[config.mk]
export PLATFORM = sky130hd
export DESIGN_NAME = fisp_ctrl
export DESIGN_NICKNAME = d
export VERILOG_FILES = /design/src/rtl/fisp_pkg.sv /design/src/rtl/fisp_rst_sync.sv /design/src/rtl/fisp_timer.sv /design/src/rtl/fisp_boot.sv /design/src/rtl/fisp_ctrl.sv
export SDC_FILE = /design/constraint.sdc
export NUM_CORES = 1
export LEC_CHECK = 0
export BUFFER_PORTS_ARGS = -buffer_cell sky130_fd_sc_hd__buf_2
export CORE_AREA = 2 2 84 86
export DETAILED_ROUTE_END_ITERATION = 8
export DIE_AREA = 0 0 86 88
export PLACE_DENSITY = 0.69
export SLEW_MARGIN = 15
export SYNTH_ARGS = -nofsm -noshare
export SYNTH_HDL_FRONTEND = slang
export SYNTH_HIERARCHICAL = 1
export SYNTH_SLANG_ARGS = --single-unit
[constraint.sdc]
create_clock -name clk -period 3.13 [get_ports clk]
set_input_delay 0.7825 -clock clk [delete_from_list [all_inputs] [get_ports clk]]
set_output_delay 0.7825 -clock clk [all_outputs]
set_load 0.02 [all_outputs]
[src/rtl/fisp_pkg.sv]
package fisp_pkg;
  typedef enum logic [2:0] {
    REG_ADHI = 3'd0,
    REG_ADLO = 3'd1,
    REG_RDAT = 3'd2,
    REG_WDAT = 3'd3,
    REG_TIME = 3'd4,
    REG_CTRL = 3'd5
  } reg_sel_e;

  typedef enum logic [2:0] {
    CMD_NOP    = 3'd0,
    CMD_READ   = 3'd1,
    CMD_WRITE  = 3'd2,
    CMD_PERASE = 3'd3,
    CMD_MERASE = 3'd4,
    CMD_EXIT   = 3'd5
  } cmd_e;

  typedef enum logic [1:0] {
    LD_REQ = 2'd0,
    LD_CAP = 2'd1,
    LD_RUN = 2'd2
  } ld_state_e;
endpackage

[src/rtl/fisp_rst_sync.sv]
module fisp_rst_sync #(
  parameter int unsigned STAGES = 2
) (
  input  logic clk,
  input  logic rst_n,
  output logic rst_sync_n
);
  logic [STAGES-1:0] sync_q;

  always_ff @(posedge clk or negedge rst_n) begin
    if (!rst_n) sync_q <= '0;
    else        sync_q <= {sync_q[STAGES-2:0], 1'b1};
  end

  assign rst_sync_n = sync_q[STAGES-1];
endmodule

[src/rtl/fisp_timer.sv]
module fisp_timer #(
  parameter int unsigned TW       = 8,
  parameter int unsigned SCALE_SH = 3
) (
  input  logic          clk,
  input  logic          rst_n,
  input  logic          start,
  input  logic [TW-1:0] tval,
  output logic          busy
);
  localparam int unsigned CW = TW + SCALE_SH + 1;

  logic [CW-1:0] cnt_q, cnt_d;

  always_comb begin
    cnt_d = cnt_q;
    if (start)            cnt_d = (CW'(tval) + CW'(1)) << SCALE_SH;
    else if (cnt_q != '0) cnt_d = cnt_q - CW'(1);
  end

  always_ff @(posedge clk or negedge rst_n) begin
    if (!rst_n) cnt_q <= '0;
    else        cnt_q <= cnt_d;
  end

  assign busy = (cnt_q != '0);
endmodule

[src/rtl/fisp_boot.sv]
module fisp_boot
  import fisp_pkg::*;
#(
  parameter int unsigned DW      = 8,
  parameter int unsigned OPT_BIT = 0
) (
  input  logic          clk,
  input  logic          rst_n,
  input  logic          restart,
  input  logic [DW-1:0] fl_rdata,
  output logic          ld_rd,
  output logic          hold,
  output logic          boot_flash
);
  ld_state_e st_q, st_d;
  logic      flag_q, flag_d;

  always_comb begin
    st_d   = st_q;
    flag_d = flag_q;
    unique case (st_q)
      LD_REQ: st_d = LD_CAP;
      LD_CAP: begin
        flag_d = fl_rdata[OPT_BIT];
        st_d   = LD_RUN;
      end
      LD_RUN: if (restart) st_d = LD_REQ;
      default: st_d = LD_REQ;
    endcase
  end

  always_ff @(posedge clk or negedge rst_n) begin
    if (!rst_n) begin
      st_q   <= LD_REQ;
      flag_q <= 1'b0;
    end else begin
      st_q   <= st_d;
      flag_q <= flag_d;
    end
  end

  assign ld_rd      = (st_q == LD_REQ);
  assign hold       = (st_q != LD_RUN);
  assign boot_flash = flag_q;
endmodule

[src/rtl/fisp_ctrl.sv]
module fisp_ctrl
  import fisp_pkg::*;
#(
  parameter int unsigned       DW         = 8,
  parameter int unsigned       PAGE_BYTES = 64,
  parameter logic [2*DW-1:0]   OPT_ALIAS  = 16'hFFFF,
  parameter logic [2*DW-1:0]   OPT_PHYS   = 16'h7FFF
) (
  input  logic            clk,
  input  logic            rst_n,
  input  logic            cpu_in_rom,
  input  logic [2:0]      reg_addr,
  input  logic            reg_wen,
  input  logic [DW-1:0]   reg_wdata,
  output logic [DW-1:0]   reg_rdata,
  output logic [2*DW-1:0] fl_addr,
  output logic [DW-1:0]   fl_wdata,
  input  logic [DW-1:0]   fl_rdata,
  output logic            fl_rd,
  output logic            fl_wr,
  output logic            fl_perase,
  output logic            fl_merase,
  output logic            cpu_hold,
  output logic            boot_flash
);
  localparam int unsigned AW      = 2 * DW;
  localparam int unsigned PG_BITS = $clog2(PAGE_BYTES);

  logic          rst_i;
  logic [DW-1:0] adhi_q, adhi_d, adlo_q, adlo_d;
  logic [DW-1:0] rdat_q, rdat_d, wdat_q, wdat_d, tim_q, tim_d;
  logic          err_q, err_d, rdp_q, rdp_d;
  logic          tmr_busy, ld_busy, ld_rd, busy;
  logic [AW-1:0] addr;
  logic          accept, aligned, at_zero;
  logic          do_rd, do_wr, pe_ok, pe_bad, me_ok, me_bad, do_exit;
  cmd_e          cmd;

  fisp_rst_sync #(.STAGES(2)) u_rst (
    .clk(clk), .rst_n(rst_n), .rst_sync_n(rst_i)
  );

  assign addr    = {adhi_q, adlo_q};
  assign busy    = tmr_busy | ld_busy;
  assign cmd     = cmd_e'(reg_wdata[2:0]);
  assign accept  = reg_wen && (reg_addr == REG_CTRL) && cpu_in_rom && !busy;
  assign aligned = (addr[PG_BITS-1:0] == '0);
  assign at_zero = (addr == '0);
  assign do_rd   = accept && (cmd == CMD_READ);
  assign do_wr   = accept && (cmd == CMD_WRITE);
  assign pe_ok   = accept && (cmd == CMD_PERASE) && aligned;
  assign pe_bad  = accept && (cmd == CMD_PERASE) && !aligned;
  assign me_ok   = accept && (cmd == CMD_MERASE) && at_zero;
  assign me_bad  = accept && (cmd == CMD_MERASE) && !at_zero;
  assign do_exit = accept && (cmd == CMD_EXIT);

  fisp_timer #(.TW(DW), .SCALE_SH(3)) u_tmr (
    .clk(clk), .rst_n(rst_i), .start(do_wr | pe_ok | me_ok),
    .tval(tim_q), .busy(tmr_busy)
  );

  fisp_boot #(.DW(DW), .OPT_BIT(0)) u_boot (
    .clk(clk), .rst_n(rst_i), .restart(do_exit), .fl_rdata(fl_rdata),
    .ld_rd(ld_rd), .hold(ld_busy), .boot_flash(boot_flash)
  );

  always_comb begin
    adhi_d = adhi_q;
    adlo_d = adlo_q;
    wdat_d = wdat_q;
    tim_d  = tim_q;
    rdat_d = rdat_q;
    err_d  = err_q;
    rdp_d  = do_rd;
    if (reg_wen) begin
      unique case (reg_addr)
        REG_ADHI: if (!busy) adhi_d = reg_wdata;
        REG_ADLO: if (!busy) adlo_d = reg_wdata;
        REG_WDAT: wdat_d = reg_wdata;
        REG_TIME: tim_d  = reg_wdata;
        default:  ;
      endcase
    end
    if (rdp_q)  rdat_d = fl_rdata;
    if (accept) err_d  = pe_bad | me_bad;
  end

  always_ff @(posedge clk or negedge rst_i) begin
    if (!rst_i) begin
      adhi_q <= '0;
      adlo_q <= '0;
      wdat_q <= '0;
      tim_q  <= '0;
      rdat_q <= '0;
      err_q  <= 1'b0;
      rdp_q  <= 1'b0;
    end else begin
      adhi_q <= adhi_d;
      adlo_q <= adlo_d;
      wdat_q <= wdat_d;
      tim_q  <= tim_d;
      rdat_q <= rdat_d;
      err_q  <= err_d;
      rdp_q  <= rdp_d;
    end
  end

  always_comb begin
    unique case (reg_addr)
      REG_ADHI: reg_rdata = adhi_q;
      REG_ADLO: reg_rdata = adlo_q;
      REG_RDAT: reg_rdata = rdat_q;
      REG_WDAT: reg_rdata = wdat_q;
      REG_TIME: reg_rdata = tim_q;
      REG_CTRL: reg_rdata = {busy, err_q, {(DW-3){1'b0}}, boot_flash};
      default:  reg_rdata = '0;
    endcase
  end

  assign fl_addr   = (ld_rd || addr == OPT_ALIAS) ? OPT_PHYS : addr;
  assign fl_wdata  = wdat_q;
  assign fl_rd     = do_rd | ld_rd;
  assign fl_wr     = do_wr;
  assign fl_perase = pe_ok;
  assign fl_merase = me_ok;
  assign cpu_hold  = ld_busy;
endmodule

# --- Word-level counts from Yosys, hierarchy flattened ---
# Index checks and enable logic that the tools add are counted.
word_totals:
  inputBits: 23
  word_cells: 66
  output_inout_bits: 38
  register_bits: 59
op_classes:
  n_bitwise: 6
  n_addsub: 2
  eq_ne: 15
  reduce_logical: 26
  mux: 6
op_table:
  columns: ["op", "count"]
  rows:
  - ["$pmux W8 S6", 1]
  - ["$mux W12", 2]
  - ["$eq A16 B16 Y1 const B", 1]
  - ["$logic_not A16 Y1", 1]
  - ["$mux W16", 1]
  - ["$eq A3 B2 Y1 const B", 4]
  - ["$eq A3 B3 Y1 const B", 4]
  - ["$logic_and A1 B1 Y1", 12]
  - ["$reduce_bool A12 Y1", 1]
  - ["$sub A12 B1 Y12 const B", 1]
  - ["$add A8 B1 Y9 const B", 1]
  - ["$eq A3 B1 Y1 const B", 2]
  - ["$logic_not A6 Y1", 1]
  - ["$pmux W2 S3", 1]
  - ["$reduce_and A3 Y1", 2]
  - ["$or A1 B1 Y1", 5]
  - ["$ne A2 B2 Y1 const B", 2]
  - ["$reduce_and A2 Y1", 2]
  - ["$logic_not A1 Y1", 3]
  - ["$logic_not A3 Y1", 1]
  - ["$eq A2 B1 Y1 const B", 1]
  - ["$eq A2 B2 Y1 const B", 1]
  - ["$logic_not A2 Y1", 1]
  - ["$mux W2", 1]
  - ["3 further kinds", 3]

# --- Longest topological paths before layout ---
# Gate-level depths: netlist (run 1).
logic_depth:
  depth_word: 9
  ltp_mapped: 11
  depth_no_buf: 9

# --- Hierarchy ---
# The synthesis (run 1) kept the hierarchy.
modules_own_cells:
  columns: ["module", "cells_each", "instances", "area_each_um2"]
  rows:
  - ["fisp_ctrl", 190, 1, 2269.7]
  - ["fisp_timer", 82, 1, 839.6]
  - ["fisp_boot", 9, 1, 111.4]
  - ["fisp_rst_sync", 3, 1, 53.8]

# --- Worst setup path after synthesis (run 1) ---
# OpenSTA, ideal clock, no wires.
synth_timing:
  path_kind: "reg2out"
  from: "register u_tmr.cnt_q[0]"
  to: "output fl_merase"
  t_arrival_ns: 2.543
  path_stages_with_launch: 8
  path_slack_ns: -0.196
  required_time_ns: 2.348
  n_path_buf: 0
  path_cell_list: "dfrtp_1 > inv_1 > ha_1 > nor4b_4 > nand3_2 > or2_4 > or3_1 > nor4_1"
synth_between:
  elab_chain_len: 6
synth_rtl:
  columns: ["element", "line_no", "text"]
  rows:
  - ["start, declared", "fisp_timer.sv:13", "logic [CW-1:0] cnt_q, cnt_d;"]
  - ["start signal, assigned", "fisp_timer.sv:23", "else cnt_q <= cnt_d;"]
  - ["$reduce_bool A12 Y1", "fisp_timer.sv:26", "assign busy = (cnt_q != '0);"]
  - ["net tmr_busy", "fisp_ctrl.sv:33", "logic tmr_busy, ld_busy, ld_rd, busy;"]
  - ["$or A1 B1 Y1", "fisp_ctrl.sv:44", "assign busy = tmr_busy | ld_busy;"]
  - ["$logic_not A1 Y1", null, null]
  - ["$logic_and A1 B1 Y1", "fisp_ctrl.sv:46", "assign accept = reg_wen && (reg_addr == REG_CTRL) && cpu_in_rom && !busy;"]
  - ["$logic_and A1 B1 Y1 (2 in series)", "fisp_ctrl.sv:53", "assign me_ok = accept && (cmd == CMD_MERASE) && at_zero;"]
  - ["end, declared", "fisp_ctrl.sv:22", "output logic fl_merase,"]
# The timed path passes the listed nets, and every way through them passes these cells.

# --- Final worst setup path (run 1) ---
layout_timing:
  from: "register u_tmr.cnt_q[0]"
  to: "output reg_rdata[7]"
layout_between:
  elab_chain_len: 3
layout_rtl:
  columns: ["element", "line_no", "text"]
  rows:
  - ["$reduce_bool A12 Y1", "fisp_timer.sv:26", null]
  - ["net tmr_busy", "fisp_ctrl.sv:33", null]
  - ["$or A1 B1 Y1", "fisp_ctrl.sv:44", null]
  - ["$pmux W8 S6", "fisp_ctrl.sv:109", "unique case (reg_addr)"]
  - ["end, declared", "fisp_ctrl.sv:15", "output logic [DW-1:0] reg_rdata,"]
# The timed path passes the listed nets, and every way through them passes these cells.

==> out/results.txt, run 1 <==
fmax: 311 MHz
status: finished with violations
drt initial violations: 130
post-DR wirelength/cell: 17.5 um
share of the synthesized area in the top cell type: 0.451
Yosys cell types: 49
Pwr Density: 574 nW/um2
Post-synth top flop: dfrtp_1
Worst Path Arrival: 2.44 ns
Synth Cell Area: 3270 um2
Leakage: 1.95 nW
syn_area_per_cell: 11.5 um2
later-pin clock latency in the skew report: 0.33 ns
# nets final: 390
Setup crit end: reg_rdata[7]
peak supply drop: 0.379 mV
Starting Density: 0.493
reg2reg setup slack: 0.65 ns
final setup violation count: 5
Final Max Slew Viols: 0
post-detail-place hpwl: 5640 um
fin util: 0.606
CP Data Required Time: 2.35 ns
FP Rows: 30
# port buffers: 60
Core ar.: 6640 um2
CTS Buf Count: 9
diode count: 0
vias in the first global route: 2521
Synth async-reset ratio: 1.00
R2R depth: 8
Critical R2R Capture: adlo_q[4]
Slew HR: 0.501
vias per inst: 5.56
share of cells above drive strength 1: 0.484
syn nets: 310
crit path launch type: flop
CP Capture Type: output port
CTS H-Tree Depth: 3
final hold violation count: 0
GR Util All Layers: 0.226
die area: 7570 um2
Placed Area: 3720 um2
Yosys reg bits: 59
post-synthesis sequential area ratio: 0.451
worst hold path type: primary input to async pin
critical path type: flop to output port
Final Routed Wirelength: 7830 um
CP Launch Point: u_tmr/cnt_q[0]
commonest cells after routing, fill and taps aside: dfrtp_1 (58), buf_2 (57), mux2_2 (40)
Worst-path clk slew: 0.06 ns
GP Congestion: 0.771
Final ANT Viol Nets: 0
area grow syn2layout: 23.0%
Root Buffer: clkbuf_8
DRT Pass-1 Iters: 4
fill count: 562
IO Count: 61
Tot Pwr: 2.31 mW
pre-CTS WS: 0.160 ns
commonest non-fill, non-tap cell in the layout: dfrtp_1
Final WS setup: -0.0887 ns
EDFF count, synth: 0
Period minus WS final: 3.22 ns
Reg-to-Reg Start: u_tmr/cnt_q[0]
DRC viols: 0
Area contributors post-synth: dfrtp_1 (45%), mux2_2 (14%), mux2i_1 (4.3%)
maximum fanout along the worst path: 4
Die Ht: 88 um
Final Cell Area: 4030 um2
Bufs on Longest Clock Path: 2
largest area contributor in the netlist: dfrtp_1
die outline width: 86 um
clock sink count: 59
TritonCTS clock tree: yes
hold buffer count at cts: 0
violated checks: setup timing
Synth Instances: 284
pin count of the biggest net entering global routing: 34
Vias: 2489
Clock Skew: 0.00372 ns
first-pass GRT wire length: 13000 um
initial antenna violation count: 0
Max-cap violations: 0
RSZ-0062 raised after global routing: yes
Slew @ Worst Pin: 0.749 ns
Syn. warnings: 6
Remaining Overflow, GRT: 0
final worst-path cycle share: 1.03
==> synth_stat cells (6+ instances only) <==
cell type  instances
mux2_2            41
o21ai_0           10
nand4_1            6
mux2i_1           14
nor2_1            15
or2_2             15
nand2_1           10
inv_1             10
xor2_1             6
dfrtp_1           59
nor3_1             8
nand3_1            9
nor4_1             7
==> stage by stage <==
| step | instances | setup TNS [ns] | hold WS, ns |
|---|---|---|---|
| after global placement | 425 | 0 | 0.339 |
| after global routing | 448 | -0.688 | 0.205 |
| final | 448 | -0.184 | 0.215 |
| after CTS | 447 | -0.180 | 0.208 |
| after floorplan | 284 | -0.00710 | 0.331 |
| after detailed placement | 425 | 0 | 0.341 |
==> worst min path at each step <==
stage                          startpoint              end
after detailed placement  u_rst/sync_q[0]  u_rst/sync_q[1]
after floorplan           u_rst/sync_q[0]  u_rst/sync_q[1]
final                               rst_n  u_rst/sync_q[1]
after global placement    u_rst/sync_q[0]  u_rst/sync_q[1]
after CTS                           rst_n  u_rst/sync_q[1]
after global routing                rst_n  u_rst/sync_q[1]
==> metal layers <==
metal,part of all wire,GRT usage,vias up
li1,-,-,1204
met3,0.041,0.0368,13
met4,0.016,0.0736,0
met1,0.46,0.309,1214
met5,0,0,-
met2,0.49,0.369,58
==> layout make-up <==
cell class | count | area (um2) | area share
Inverter | 10 | 37.5 | 0.00932
Clock inverter | 1 | 5.00 | 0.00124
Clock buffer | 14 | 193 | 0.0478
Tap cell | 80 | 100 | 0.0248
Sequential cell | 59 | 1480 | 0.367
Multi-Input combinational cell | 204 | 1750 | 0.435
Timing Repair Buffer | 80 | 462 | 0.115
==> cell families (layout without fill, tap and decap cells) <==
group / Yosys count / in the layout / share of synthesized area
compound gates: 35 / 35 / 0.0764
other cells: 1 / 1 / 0.00115
xor+xnor: 10 / 10 / 0.0267
buf+inv: 21 / 105 / 0.0294
fa+ha+maj: 3 / 3 / 0.0115
flops: 59 / 59 / 0.451
mux: 61 / 61 / 0.222
simple gates: 94 / 94 / 0.182
==> registers in the layout, indices dropped and copies added, names as in the netlist <==
name               cells
adhi_q                 8
u_boot/boot_flash      1
rdat_q                 8
tim_q                  8
rdp_q                  1
u_boot/st_q            2
fl_wdata               8
adlo_q                 8
u_rst/sync_q           2
u_tmr/cnt_q           12
err_q                  1
==> what timing repair did <==
item / in CTS / in global routing
buffers inserted: 7 / 1
pin swaps: 5 / 2
cloned: 0 / 0
resized for setup: 12 / 1
endpoints found under the setup margin: 5 / 5
==> where the power goes <==
part / switching, mW / internal [mW] / leakage [nW]
registers: 0.161 / 0.879 / 0.749
clock network: 0.288 / 0.390 / 0.105
logic: 0.293 / 0.300 / 1.10
total: 0.742 / 1.57 / 1.95
==> critical path, stage by stage (launching register included) <==
cell and delay (ns):
dfrtp_1 0.40, inv_2 0.09, ha_4 0.12, nor4b_4 0.22
nand3_2 0.12, or2_4 0.26, mux4_2 0.47, mux2_4 0.28
buf_6 0.13
(Power assumes the default switching activity.)
==> inputs of run 2 (changes only) <==
PLACE_DENSITY = 0.72   (was 0.69)
==> run 2 against run 1 <==
Die area did not move; worst setup slack worse by 0.021 ns; design area grew 1.2%; non-clock buffer count increased by 5; utilization grew 0.73 points; first-iteration DRC count grew 15%; sequential cell count did not move; clock-buffer cell count decreased by 1; the flow still finishes with violations (setup timing); critical endpoint unchanged; routed wire length rose by 4.0%; global-route usage rose by 0.10 points; via count up 3.3%; sequential share of layout area is 0.41 points lower.
==> out/results.txt, run 2 (synthesized netlist as in run 1, its figures left out) <==
vias in the first global route: 2568 (+1.9%)
buffers plus inverters on the worst setup path: 2 (unchanged)
largest register by flop count: u_tmr/cnt_q
fill count: 535 (-4.8%)
crit path launch type: flop
Starting Density: 0.493 (unchanged)
violated checks: setup timing
Setup crit end: reg_rdata[7]
# port buffers: 60 (unchanged)
critical path's top delay family: multiplexers
Worst Path Arrival: 2.46 ns (+0.02 ns)
pre-CTS WS: 0.0987 ns (-0.0612 ns)
Slowest cell on crit path: mux4_2
post-DR wirelength/cell: 18.0 um (+2.9%)
Final Max Slew Viols: 0 (unchanged)
Leakage: 1.98 nW (+1.2%)
WP depth: 8 (unchanged)
FP Rows: 30 (unchanged)
Worst-path clk slew: 0.06 ns (about the same)
CP Data Required Time: 2.35 ns (about the same)
maximum fanout along the worst path: 4 (unchanged)
RSZ-0062 raised after global routing: yes
status: finished with violations
reg2reg setup slack: 0.51 ns (-0.14 ns)
die area: 7570 um2 (unchanged)
drt initial violations: 150 (+15%)
initial antenna violation count: 0 (unchanged)
DRC viols: 0 (unchanged)
area of all sequential standard cells: 1480 um2 (about the same)
Slew @ Worst Pin: 0.700 ns (-0.0490 ns)
Vias: 2570 (+3.3%)
pin count of the biggest net entering global routing: 33 (-2.9%)
Clock Skew: 0.00831 ns (+0.00459 ns)
Bufs on Longest Clock Path: 2 (unchanged)
clock sink count: 59 (unchanged)
Largest register FFs: 12 (unchanged)
max incr delay on CP: 0.48 ns (about the same)
R2R depth: 12 (+4)
commonest non-fill, non-tap cell in the layout: dfrtp_1
post-detail-place hpwl: 5810 um (+3.0%)
Final ANT Viol Nets: 0 (unchanged)
Reg-to-Reg Start: u_tmr/cnt_q[0]
die outline width: 86 um (unchanged)
CP Capture Type: output port
IO Count: 61 (unchanged)
TritonCTS clock tree: yes
crit-path cells: inv_2 -> ha_4 -> nor4b_4 -> nand3_2 -> or2_4 -> mux4_2 -> mux2_4 -> buf_6
top layer in use: met4
DRT Pass-1 Iters: 4 (unchanged)
GR Util All Layers: 0.227 (+0.00100)
hold buffer count at cts: 0 (unchanged)
CTS H-Tree Depth: 3 (unchanged)
CTS Buf Count: 9 (unchanged)
Final Cell Area: 4080 um2 (+1.2%)
Final Routed Wirelength: 8140 um (+4.0%)
area grow syn2layout: 24.5%
final worst-path cycle share: 1.04 (+0.00686)
commonest cells after routing, fill and taps aside: dfrtp_1 (57), buf_2 (56), mux2_2 (40)
GP Congestion: 0.793 (+2.9%)
Slew HR: 0.533 (+0.0327)
Placed Area: 3710 um2 (-0.20%)
worst hold path type: primary input to async pin
Pwr Density: 561 nW/um2 (-2.3%)
Max-cap violations: 0 (unchanged)
Root Buffer: clkbuf_8
Final WS setup: -0.110 ns (-0.0215 ns)
M1 wire length: 3700 um (+3.6%)
diode count: 0 (unchanged)
WL met2: 3970 um (+4.0%)
Period minus WS final: 3.24 ns (+0.0215 ns)
first-pass GRT wire length: 13100 um (+0.69%)
vias per inst: 5.67 (+2.1%)
Remaining Overflow, GRT: 0 (unchanged)
# nets final: 395 (+1.3%)
area occupied by multi-input gates: 1780 um2 (+1.3%)
CP Launch Point: u_tmr/cnt_q[0]
fmax: 309 MHz (-0.66%)
later-pin clock latency in the skew report: 0.34 ns (about the same)
final hold violation count: 0 (unchanged)
peak supply drop: 0.361 mV (-4.8%)
final setup violation count: 5 (unchanged)
Met3 Routed Length: 329 um (+3.1%)
Critical R2R Capture: u_tmr/cnt_q[11]
critical path type: flop to output port
share of cells above drive strength 1: 0.496 (+0.0123)
Die Ht: 88 um (unchanged)
Core ar.: 6640 um2 (unchanged)
[run 2: what timing repair did]
item                       CTS  global route
pin swaps                    5             5
buffers inserted             9             5
setup endpoints to repair    5             5
gates resized for setup     12             8
[run 2: area by class of cell]
| cell class | count | area share |
|---|---|---|
| repair buffers | 85 | 0.124 |
| flip-flops and latches | 59 | 0.363 |
| clock inverters | 2 | 0.00245 |
| clock buffers | 13 | 0.0414 |
| multi-input cells | 204 | 0.436 |
| inverters | 10 | 0.00921 |
| well taps | 80 | 0.0245 |
[run 2: where the power goes]
group	internal (mW)	switching (mW)	total, mW
registers	0.881	0.162	1.04
clock network	0.345	0.288	0.633
logic	0.305	0.305	0.610
total	1.53	0.755	2.29
[run 2: how the worst min path moves through the flow]
stage	depth (start not counted)	slack, ns	from	endpoint
2_1_floorplan	0	0.33	u_rst/sync_q[0]	u_rst/sync_q[1]
6_report	1	0.21	rst_n	u_rst/sync_q[1]
4_1_cts	1	0.21	rst_n	u_rst/sync_q[1]
5_1_grt	1	0.21	rst_n	u_rst/sync_q[0]
3_5_place_dp	0	0.34	u_rst/sync_q[0]	u_rst/sync_q[1]
3_3_place_gp	0	0.34	u_rst/sync_q[1]	fl_wdata[2]
[run 2: stage by stage]
stage	utilization	setup TNS, ns	power [mW]	hold WS, ns	cells
after detailed placement	0.559	0	1.59	0.336	424
after global placement	0.559	0	1.57	0.338	424
after global routing	0.614	-0.923	2.41	0.209	453
final	0.614	-0.275	2.29	0.211	453
after floorplan	-	-0.00710	1.42	0.331	284
after CTS	0.602	-0.264	2.27	0.206	448
[run 2: per-layer routing]
metal / vias up / global-route usage
li1: 1210 / -
met1: 1290 / 0.292
met2: 56 / 0.378
met3: 14 / 0.0415
met4: 0 / 0.0952
met5: - / 0
[run 2: worst register-to-register path: stages (launching register included)]
cell     delay [ns]
dfrtp_1        0.40
inv_2          0.09
ha_4           0.12
nor4b_4        0.22
nand3_2        0.13
or2_4          0.26
buf_4          0.14
nor3_4         0.21
buf_4          0.15
o21a_1         0.36
buf_4          0.24
nand3_1        0.08
o22ai_1        0.14
==> inputs of run 3 (changes only) <==
CORE_AREA = 2 2 94 78   (was 2 2 84 86)
DIE_AREA = 0 0 96 80   (was 0 0 86 88)
PLACE_DENSITY = 0.8   (was 0.72)
SKIP_CTS_REPAIR_TIMING = 1   (was not set)
==> run 3 against run 2 <==
The flow still finishes with violations (setup timing); utilization shrank 1.7 points; total power shrank 3.0%; critical path depth is the same; combinational power shrank 6.2%; routed wire length shrank 1.1%; final cell count grew 1.1%; highest routed layer unchanged.
==> out/results.txt, run 3 (synthesized netlist as in run 1, its figures left out) <==
M1 wire length: 3550 um (-3.9%)
GP Congestion: 0.815 (+2.7%)
Pwr Density: 553 nW/um2 (-1.4%)
peak supply drop: 0.406 mV (+12%)
die outline width: 96 um (+12%)
WL met2: 3950 um (-0.55%)
post-DR wirelength/cell: 17.6 um (-2.2%)
Max-cap violations: 0 (unchanged)
IO Count: 61 (unchanged)
diode count: 0 (unchanged)
Slew HR: 0.544 (+0.0103)
fill count: 555 (+3.7%)
die area: 7680 um2 (+1.5%)
final cell count without fillers: 458 (+1.1%)
CP Capture Type: output port
final setup violation count: 5 (unchanged)
crit path launch type: flop
# port buffers: 60 (unchanged)
area occupied by multi-input gates: 1740 um2 (-1.9%)
clock sink count: 59 (unchanged)
Placed Instances: 433 (+2.1%)
Worst Path Arrival: 2.52 ns (+0.06 ns)
Clock Skew: 0.00659 ns (-0.00172 ns)
initial antenna violation count: 0 (unchanged)
FP Rows: 27 (-10%)
Placed Area: 3730 um2 (+0.64%)
drt initial violations: 134 (-11%)
vias per inst: 5.68 (+0.14%)
pre-CTS WS: 0.140 ns (+0.0410 ns)
Period minus WS final: 3.30 ns (+0.0629 ns)
Final ANT Viol Nets: 0 (unchanged)
status: finished with violations
Final Max Slew Viols: 0 (unchanged)
# nets final: 392 (-0.76%)
Core ar.: 6720 um2 (+1.2%)
Bufs on Longest Clock Path: 2 (unchanged)
TritonCTS clock tree: yes
Starting Density: 0.487 (-0.00578)
Slew @ Worst Pin: 0.684 ns (-0.0155 ns)
Leakage: 1.94 nW (-1.7%)
final hold violation count: 0 (unchanged)
fmax: 303 MHz (-1.9%)
DRT Pass-1 Iters: 5 (+1)
violated checks: setup timing
pin count of the biggest net entering global routing: 32 (-3.0%)
final worst-path cycle share: 1.06 (+0.0201)
post-detail-place hpwl: 5800 um (-0.15%)
GR Util All Layers: 0.225 (-0.00144)
later-pin clock latency in the skew report: 0.34 ns (about the same)
CP Data Required Time: 2.35 ns (about the same)
largest register by flop count: u_tmr/cnt_q
DRC viols: 0 (unchanged)
Vias: 2602 (+1.2%)
worst hold path type: primary input to async pin
Met3 Routed Length: 458 um (+39%)
Final Cell Area: 4010 um2 (-1.6%)
Largest register FFs: 12 (unchanged)
post-route setup TNS: -0.669 ns (-0.394 ns)
share of cells above drive strength 1: 0.485 (-0.0108)
top layer in use: met4
first-pass GRT wire length: 13000 um (-0.84%)
Remaining Overflow, GRT: 0 (unchanged)
Die Ht: 80 um (-9.1%)
CTS Buf Count: 9 (unchanged)
RSZ-0062 raised after global routing: yes
Worst-path clk slew: 0.07 ns (about the same)
Final Routed Wirelength: 8050 um (-1.1%)
vias in the first global route: 2630 (+2.4%)
Root Buffer: clkbuf_8
maximum fanout along the worst path: 4 (unchanged)
critical path type: flop to output port
commonest cells after routing, fill and taps aside: buf_2 (58), dfrtp_1 (57), mux2_2 (40)
commonest non-fill, non-tap cell in the layout: buf_2
CTS H-Tree Depth: 3 (unchanged)
area grow syn2layout: 22.5%
area of all sequential standard cells: 1480 um2 (unchanged)
Final WS setup: -0.173 ns (-0.0629 ns)
[run 3: worst max-delay path: stages (launching register included)]
cell and delay [ns]:
dfrtp_1 0.43, inv_2 0.11, ha_4 0.12, nor4b_4 0.24
nand3_2 0.11, or2_4 0.29, mux4_2 0.46, mux2_4 0.28
buf_6 0.13
[run 3: final timing paths]
path / from / cells past startpoint / slack, ns / to
setup reg to reg: u_tmr/cnt_q[1] / 12 / 0.50 / u_tmr/cnt_q[11]
hold reg to reg: u_rst/sync_q[1] / 0 / 0.31 / rdat_q[2]
max in group asynchronous: u_rst/sync_q[1] / 1 / 2.11 / u_tmr/cnt_q[0]
setup / recovery: u_tmr/cnt_q[1] / 8 / -0.17 / reg_rdata[7]
hold / removal: rst_n / 1 / 0.21 / u_rst/sync_q[1]
min in group clk: u_rst/sync_q[0] / 0 / 0.36 / u_rst/sync_q[1]
[run 3: area by class of cell]
cell class,instances,share of cell area
sequential,59,0.369
tap,87,0.0271
clock inverter,6,0.0106
clock buffer,10,0.0318
inverter,10,0.00935
timing repair buffer,82,0.118
multi-input combinational,204,0.434
[run 3: metal layers]
layer / vias to the layer above / global-route usage
met5: - / 0
met1: 1301 / 0.298
met3: 13 / 0.0746
li1: 1208 / -
met4: 0 / 0.0600
met2: 80 / 0.353
[run 3: per-stage QoR]
step | utilization | hold WS (ns) | power [mW]
CTS | 0.581 | 0.196 | 2.20
detailed placement | 0.556 | 0.329 | 1.60
global placement | 0.556 | 0.318 | 1.57
global route | 0.597 | 0.182 | 2.35
floorplan | - | 0.331 | 1.42
finish | 0.597 | 0.206 | 2.22
[run 3: power breakdown]
group	total [mW]	internal (mW)	switching, mW
clock network	0.599	0.286	0.313
registers	1.05	0.879	0.168
logic	0.572	0.283	0.289
total	2.22	1.45	0.770
